$ cat src/rtl/afs_pkg.sv
// Package: shared types of the fault supervisor.
// Assumes: nothing beyond IEEE 1800-2017.
package afs_pkg;
    typedef enum logic [1:0] {
        CAUSE_NONE = 2'b00,
        CAUSE_OC   = 2'b01,
        CAUSE_TEMP = 2'b10,
        CAUSE_UV   = 2'b11
    } cause_e;

    typedef enum logic {
        ST_RUN  = 1'b0,
        ST_PROT = 1'b1
    } sup_state_e;
endpackage

$ cat src/rtl/afs_hyst.sv
// Module: two-threshold comparator with a held fault flag.
// TRIP_ABOVE=1 flags when code >= TRIP and clears when code <= CLEAR.
// TRIP_ABOVE=0 flags when code <= TRIP and clears when code >= CLEAR.
// Assumes: code is already synchronous to clk; the thresholds do not overlap.
module afs_hyst #(
    parameter int unsigned W          = 8,
    parameter int unsigned TRIP       = 150,
    parameter int unsigned CLEAR      = 130,
    parameter bit          TRIP_ABOVE = 1'b1
) (
    input  logic         clk,
    input  logic         rst_n,
    input  logic [W-1:0] code,
    output logic         fault_q
);
    localparam logic [W-1:0] TRIP_C  = W'(TRIP);
    localparam logic [W-1:0] CLEAR_C = W'(CLEAR);

    logic set_c;
    logic clr_c;

    generate
        if (TRIP_ABOVE) begin : g_high
            assign set_c = (code >= TRIP_C);
            assign clr_c = (code <= CLEAR_C);
        end else begin : g_low
            assign set_c = (code <= TRIP_C);
            assign clr_c = (code >= CLEAR_C);
        end
    endgenerate

    // Hold the flag between the trip and the release thresholds.
    always_ff @(posedge clk) begin
        if (!rst_n)     fault_q <= 1'b0;
        else if (set_c) fault_q <= 1'b1;
        else if (clr_c) fault_q <= 1'b0;
    end
endmodule

$ cat src/rtl/afs_oc_capture.sv
// Module: per-bridge over-current synchronizer and sticky capture.
// Each flag passes two flops, then sets a hold bit that only clear_i resets.
// A set in the same cycle as clear_i wins.
// Assumes: raw flags are asynchronous to clk and may last a single cycle.
module afs_oc_capture #(
    parameter int unsigned N = 4
) (
    input  logic         clk,
    input  logic         rst_n,
    input  logic [N-1:0] oc_raw,
    input  logic         clear_i,
    output logic         oc_now,
    output logic         oc_held
);
    logic [N-1:0] s1_q;
    logic [N-1:0] s2_q;
    logic [N-1:0] hold_q;

    generate
        for (genvar b = 0; b < N; b++) begin : g_bridge
            // Two-stage synchronizer for this bridge.
            always_ff @(posedge clk) begin
                if (!rst_n) begin
                    s1_q[b] <= 1'b0;
                    s2_q[b] <= 1'b0;
                end else begin
                    s1_q[b] <= oc_raw[b];
                    s2_q[b] <= s1_q[b];
                end
            end

            // Sticky capture, cleared by a retry unless set again.
            always_ff @(posedge clk) begin
                if (!rst_n)          hold_q[b] <= 1'b0;
                else if (s2_q[b])    hold_q[b] <= 1'b1;
                else if (clear_i)    hold_q[b] <= 1'b0;
            end
        end
    endgenerate

    assign oc_now  = |s2_q;
    assign oc_held = |hold_q;
endmodule

$ cat src/rtl/afs_retry_timer.sv
// Module: free-running retry period counter, enabled while protected.
// tick is high for one cycle every CYCLES cycles of run; the count restarts
// from zero whenever run is low.
// Assumes: CYCLES >= 2.
module afs_retry_timer #(
    parameter int unsigned CYCLES = 125_000_000
) (
    input  logic clk,
    input  logic rst_n,
    input  logic run,
    output logic tick
);
    localparam int unsigned    CW   = (CYCLES > 2) ? $clog2(CYCLES) : 1;
    localparam logic [CW-1:0]  LAST = CW'(CYCLES - 1);

    logic [CW-1:0] cnt_q;

    // Count cycles spent protected, wrapping at the period end.
    always_ff @(posedge clk) begin
        if (!rst_n)             cnt_q <= '0;
        else if (!run)          cnt_q <= '0;
        else if (cnt_q == LAST) cnt_q <= '0;
        else                    cnt_q <= cnt_q + 1'b1;
    end

    assign tick = run && (cnt_q == LAST);
endmodule

$ cat src/rtl/amp_fault_supervisor.sv
// Module: fault protection supervisor for a two-channel bridged amplifier.
// Combines held temperature, undervoltage and over-current flags into one
// output disable, and restores operation only at periodic retry points.
// Assumes: temp and supply codes are synchronous; oc_flag is asynchronous.
module amp_fault_supervisor
    import afs_pkg::*;
#(
    parameter int unsigned TEMP_W       = 8,
    parameter int unsigned VOLT_W       = 8,
    parameter int unsigned N_BRIDGE     = 4,
    parameter int unsigned TEMP_TRIP    = 150,
    parameter int unsigned TEMP_CLEAR   = 130,
    parameter int unsigned UV_TRIP      = 60,
    parameter int unsigned UV_CLEAR     = 70,
    parameter int unsigned RETRY_CYCLES = 125_000_000
) (
    input  logic                clk,
    input  logic                rst_n,
    input  logic [TEMP_W-1:0]   temp_code,
    input  logic [VOLT_W-1:0]   vsup_code,
    input  logic [N_BRIDGE-1:0] oc_flag,
    output logic                out_disable,
    output logic                prot_active,
    output logic                retry_pulse,
    output logic [1:0]          fault_cause
);
    logic       hot_q;
    logic       low_q;
    logic       oc_now;
    logic       oc_held;
    logic       tick;
    logic       fault_any;
    logic       healthy_now;
    sup_state_e state_q;
    cause_e     cause_q;

    afs_hyst #(
        .W(TEMP_W), .TRIP(TEMP_TRIP), .CLEAR(TEMP_CLEAR), .TRIP_ABOVE(1'b1)
    ) u_temp (
        .clk(clk), .rst_n(rst_n), .code(temp_code), .fault_q(hot_q)
    );

    afs_hyst #(
        .W(VOLT_W), .TRIP(UV_TRIP), .CLEAR(UV_CLEAR), .TRIP_ABOVE(1'b0)
    ) u_uv (
        .clk(clk), .rst_n(rst_n), .code(vsup_code), .fault_q(low_q)
    );

    afs_oc_capture #(
        .N(N_BRIDGE)
    ) u_oc (
        .clk(clk), .rst_n(rst_n), .oc_raw(oc_flag), .clear_i(tick),
        .oc_now(oc_now), .oc_held(oc_held)
    );

    afs_retry_timer #(
        .CYCLES(RETRY_CYCLES)
    ) u_timer (
        .clk(clk), .rst_n(rst_n), .run(state_q == ST_PROT), .tick(tick)
    );

    assign fault_any   = hot_q | low_q | oc_held;
    assign healthy_now = !hot_q && !low_q && !oc_now;

    // Enter protection on any fault; leave only at a healthy retry point.
    always_ff @(posedge clk) begin
        if (!rst_n) begin
            state_q <= ST_PROT;
            cause_q <= CAUSE_NONE;
        end else begin
            case (state_q)
                ST_RUN: begin
                    if (fault_any) begin
                        state_q <= ST_PROT;
                        if (oc_held)    cause_q <= CAUSE_OC;
                        else if (hot_q) cause_q <= CAUSE_TEMP;
                        else            cause_q <= CAUSE_UV;
                    end
                end
                default: begin
                    if (tick && healthy_now) state_q <= ST_RUN;
                end
            endcase
        end
    end

    assign prot_active = (state_q == ST_PROT);
    assign out_disable = prot_active | fault_any;
    assign retry_pulse = tick;
    assign fault_cause = cause_q;
endmodule

$ cat config.mk
export PLATFORM = sky130hd
export DESIGN_NAME = amp_fault_supervisor
export DESIGN_NICKNAME = d
export VERILOG_FILES = /design/src/rtl/afs_pkg.sv /design/src/rtl/afs_hyst.sv /design/src/rtl/afs_oc_capture.sv /design/src/rtl/afs_retry_timer.sv /design/src/rtl/amp_fault_supervisor.sv
export SDC_FILE = /design/constraint.sdc
export NUM_CORES = 1
export LEC_CHECK = 0
export CAP_MARGIN = 0
export CORE_AREA = 2 2 69 71
export DETAILED_ROUTE_END_ITERATION = 6
export DIE_AREA = 0 0 71 73
export PLACE_DENSITY = 0.66
export SLEW_MARGIN = 20
export SYNTH_ARGS = -nofsm -noshare
export SYNTH_HDL_FRONTEND = slang
export SYNTH_SLANG_ARGS = --single-unit
$ cat constraint.sdc
create_clock -name clk -period 2.2 [get_ports clk]
set_clock_uncertainty 0.05 [all_clocks]
set_input_delay 0.22 -clock clk [delete_from_list [all_inputs] [get_ports clk]]
set_output_delay 0.22 -clock clk [all_outputs]
set_load 0.005 [all_outputs]
==> results.rst <==
.. list-table::
   :header-rows: 1

   * - Metric
     - Value
   * - Tightest Hold Check Type
     - flip-flop to flip-flop
   * - Detailed-router iteration count before antenna repair
     - 6
   * - Overall track demand over capacity in global routing
     - 0.174
   * - Critical-path maximum fanout
     - 3
   * - Final wirelength
     - 4.06 mm
   * - Count of distinct cell types in the synthesized netlist
     - 39
   * - Dpl cells
     - between 300 and 400
   * - Number of global-route vias before repair
     - ~1600
   * - Root buffer cell
     - clkbuf_8
   * - Die outline area
     - slightly above 5000 um^2
   * - Number of nets still failing antenna checks after routing
     - 0
   * - Arrival time worst endpoint
     - ~1800 ps
   * - TritonCTS clock tree
     - done
   * - Clock-pin slew on the worst setup and hold paths
     - around 70 ps
   * - Transition at the pin with the smallest max-transition slack
     - 464 ps
   * - Synth area leader
     - dfxtp_1
   * - #FFs+latches synth
     - 44
   * - Worst Reg2Reg Path Length in Cells
     - 4
   * - # H-tree levels
     - 2
   * - Final slew viol count
     - 0
   * - Synth Instances
     - 220
   * - Antenna violations before repair
     - 0
   * - Standby leakage power
     - just under 0.9 nW
   * - Layout Area Growth over Synthesis
     - 26.5%
   * - Post-route worst setup slack
     - ~110 ps
   * - Worst IR drop on VDD
     - around 0.51 mV
   * - Drt initial violations
     - slightly below 80
   * - Port Buffers
     - 26
   * - Layout Cells excl Fill
     - 315
   * - Startpoint class of the critical path
     - flip-flop
   * - Via density per instance
     - ~5.5
   * - Async set-or-reset flop fraction in the synthesized netlist
     - 0
   * - Starting density of the core
     - 0.427
   * - Row cnt
     - 25
   * - Post-synth design cell area
     - 1940 um^2
   * - Count of maximum capacitance violations
     - 0
   * - Fraction of the cycle the final worst path needs
     - 0.952
   * - Minimum clock period
     - about 2100 ps
   * - # DRC
     - 0
   * - Areal power density over the cells
     - approximately 590 nW/um^2
   * - Maximum clock rate
     - between 400 and 500 MHz
   * - Area contributors post-synth
     - dfxtp_1, nand2_1, xor2_1
   * - Die boundary height
     - approximately 73 um
   * - Area share of the leading cell type in the synthesized netlist
     - 0.454
   * - Worst Setup Slack post-DPL
     - 198 ps
   * - Cell with the most instances after synthesis
     - dfxtp_1
   * - Unrepaired setup endpoints after global routing
     - no
   * - Run status
     - complete, no violations
   * - Total nets after synthesis
     - approximately 240
   * - Width of the die
     - about 71 um
   * - Number of cells on the worst hold path
     - 1
   * - Worst rel slew slack
     - 0.688
   * - Slowest stage cell, crit path
     - nor4_1
   * - Core area
     - between 4000 and 5000 um^2
   * - Final net count
     - 283
   * - Number of top-level design ports
     - 27
   * - Setup TNS
     - 0 ps
   * - Top flip-flop cell by instance count after synthesis
     - dfxtp_1
   * - Number of buffers on the longest clock path
     - 2
   * - CTS sink cnt
     - 44
   * - Sequential share of the synthesized area
     - 0.454
   * - Area after DPL
     - 2300 um^2
   * - CP Class
     - flip-flop to output pin
   * - Antenna diode count
     - 0
   * - Number of enable-type register cells in the synthesized netlist
     - 0
   * - Final setup viols
     - 0
   * - Critical path's largest stage delay
     - 450 ps
   * - Largest net degree at the start of global routing
     - 23
   * - DP HPWL
     - between 2 and 3 mm
   * - Cell types with the highest counts after synthesis
     - dfxtp_1, nand2_1, nor2_1
   * - Critical path data required time
     - between 1500 and 2000 ps
   * - Critical Path, Cell by Cell
     - nor4_1 -> and2_1 -> nand2_1 -> clkdlybuf4s50_1
   * - Hold buffer count at cts
     - 0
   * - Clk_lat worst skew
     - approximately 300 ps
   * - Hold Slack
     - 385 ps
   * - Mean post-synth cell area
     - a little under 9 um^2
   * - Number of hold violations in the final report
     - 0
   * - Wire length of the first global-routing pass
     - ~7 mm
   * - Clock buffers created by TritonCTS
     - 5
   * - Final weighted congestion in routability-driven placement
     - about 0.82
   * - Final global-route overflow total
     - 0
   * - Synth warn
     - 0
   * - Crit path capture type
     - output pin
   * - Design area
     - ~2500 um^2
   * - Vias after detailed routing
     - approximately 1700
   * - Layout cell share with drive strength beyond 1
     - 0.111
   * - Routed wire per std cell
     - between 10 and 15 um
-- stage by stage --
step / total power [mW] / utilization
after floorplan: 0.882 / -
after CTS: 1.46 / 0.541
after global routing: 1.49 / 0.541
final: 1.44 / 0.541
after global placement: 0.940 / 0.507
after detailed placement: 0.941 / 0.507
-- sequential cells by signal, indices dropped and copies added, names as in the netlist --
signal	flops
u_oc.hold_q	4
fault_cause	2
u_temp.fault_q	1
prot_active	1
u_uv.fault_q	1
u_timer.cnt_q	27
u_oc.s2_q	4
u_oc.s1_q	4
-- final timing paths --
path / startpoint / to / slack [ps]
hold / removal: u_oc.s1_q[0] / u_oc.s2_q[0] / 390
hold reg to reg: u_oc.s1_q[0] / u_oc.s2_q[0] / 390
setup / recovery: u_oc.hold_q[0] / out_disable / 110
setup reg to reg: u_timer.cnt_q[9] / u_timer.cnt_q[23] / 220
-- worst max-delay path, delay by kind of cell (launching register included) --
| kind | cells | cell delay (ps) |
|---|---|---|
| flip-flops | 1 | 310 |
| buffers and inverters | 1 | 450 |
| AND/OR/NAND/NOR | 3 | 760 |
-- what timing repair did --
action / 4_1_cts / 5_1_grt
resized for setup: 7 / 0
buffers inserted: 4 / 0
endpoints found under the setup margin: 1 / 0
-- cell families after synthesis --
| logic type | after synthesis | synth area share |
|---|---|---|
| flops | 44 | 0.454 |
| buf+inv | 10 | 0.0252 |
| xor+xnor | 14 | 0.0633 |
| fa+ha+maj | 1 | 0.00645 |
| compound gates | 38 | 0.123 |
| simple gates | 113 | 0.327 |
-- cell type report --
cell class | count | area [um^2]
inverters | 4 | 15.0
multi-input cells | 166 | 1040
well taps | 54 | 67.6
repair buffers | 39 | 357
flip-flops and latches | 44 | 882
fillers | 427 | 2080
clock buffers | 8 | 90.1
-- report_power, final --
| group | internal (mW) | switching, mW |
|---|---|---|
| registers | 0.813 | 0.00962 |
| clock network | 0.256 | 0.261 |
| logic | 0.0588 | 0.0399 |
-- placed cells by master, fill, tap and decap left out, types with 2 or more instances in the layout --
cell,synthesis,final
a21o_1,2,2
a21oi_1,11,11
and2_1,10,10
and3_1,4,4
and4_1,3,3
and4b_1,2,2
buf_4,0,13
clkbuf_1,2,2
clkbuf_8,0,6
clkdlybuf4s50_1,0,25
dfxtp_1,44,43
inv_1,4,4
nand2_1,26,26
nand3_1,11,11
nand4_1,10,10
nor2_1,20,20
nor3_1,3,2
nor4_1,5,4
o211ai_1,2,2
o21ai_0,9,9
o31ai_1,6,6
or3_1,4,4
or4_1,8,8
xnor2_1,5,5
xor2_1,9,9
-- routing by layer --
layer | vias up | track usage | share of wire
li1 | 891 | - | -
met1 | 800 | 0.220 | 0.47
met2 | 33 | 0.279 | 0.46
met3 | 6 | 0.0414 | 0.044
met4 | 0 | 0.0881 | 0.020
met5 | - | 0 | 0
Note: power is estimated with default switching activity, not from simulation.
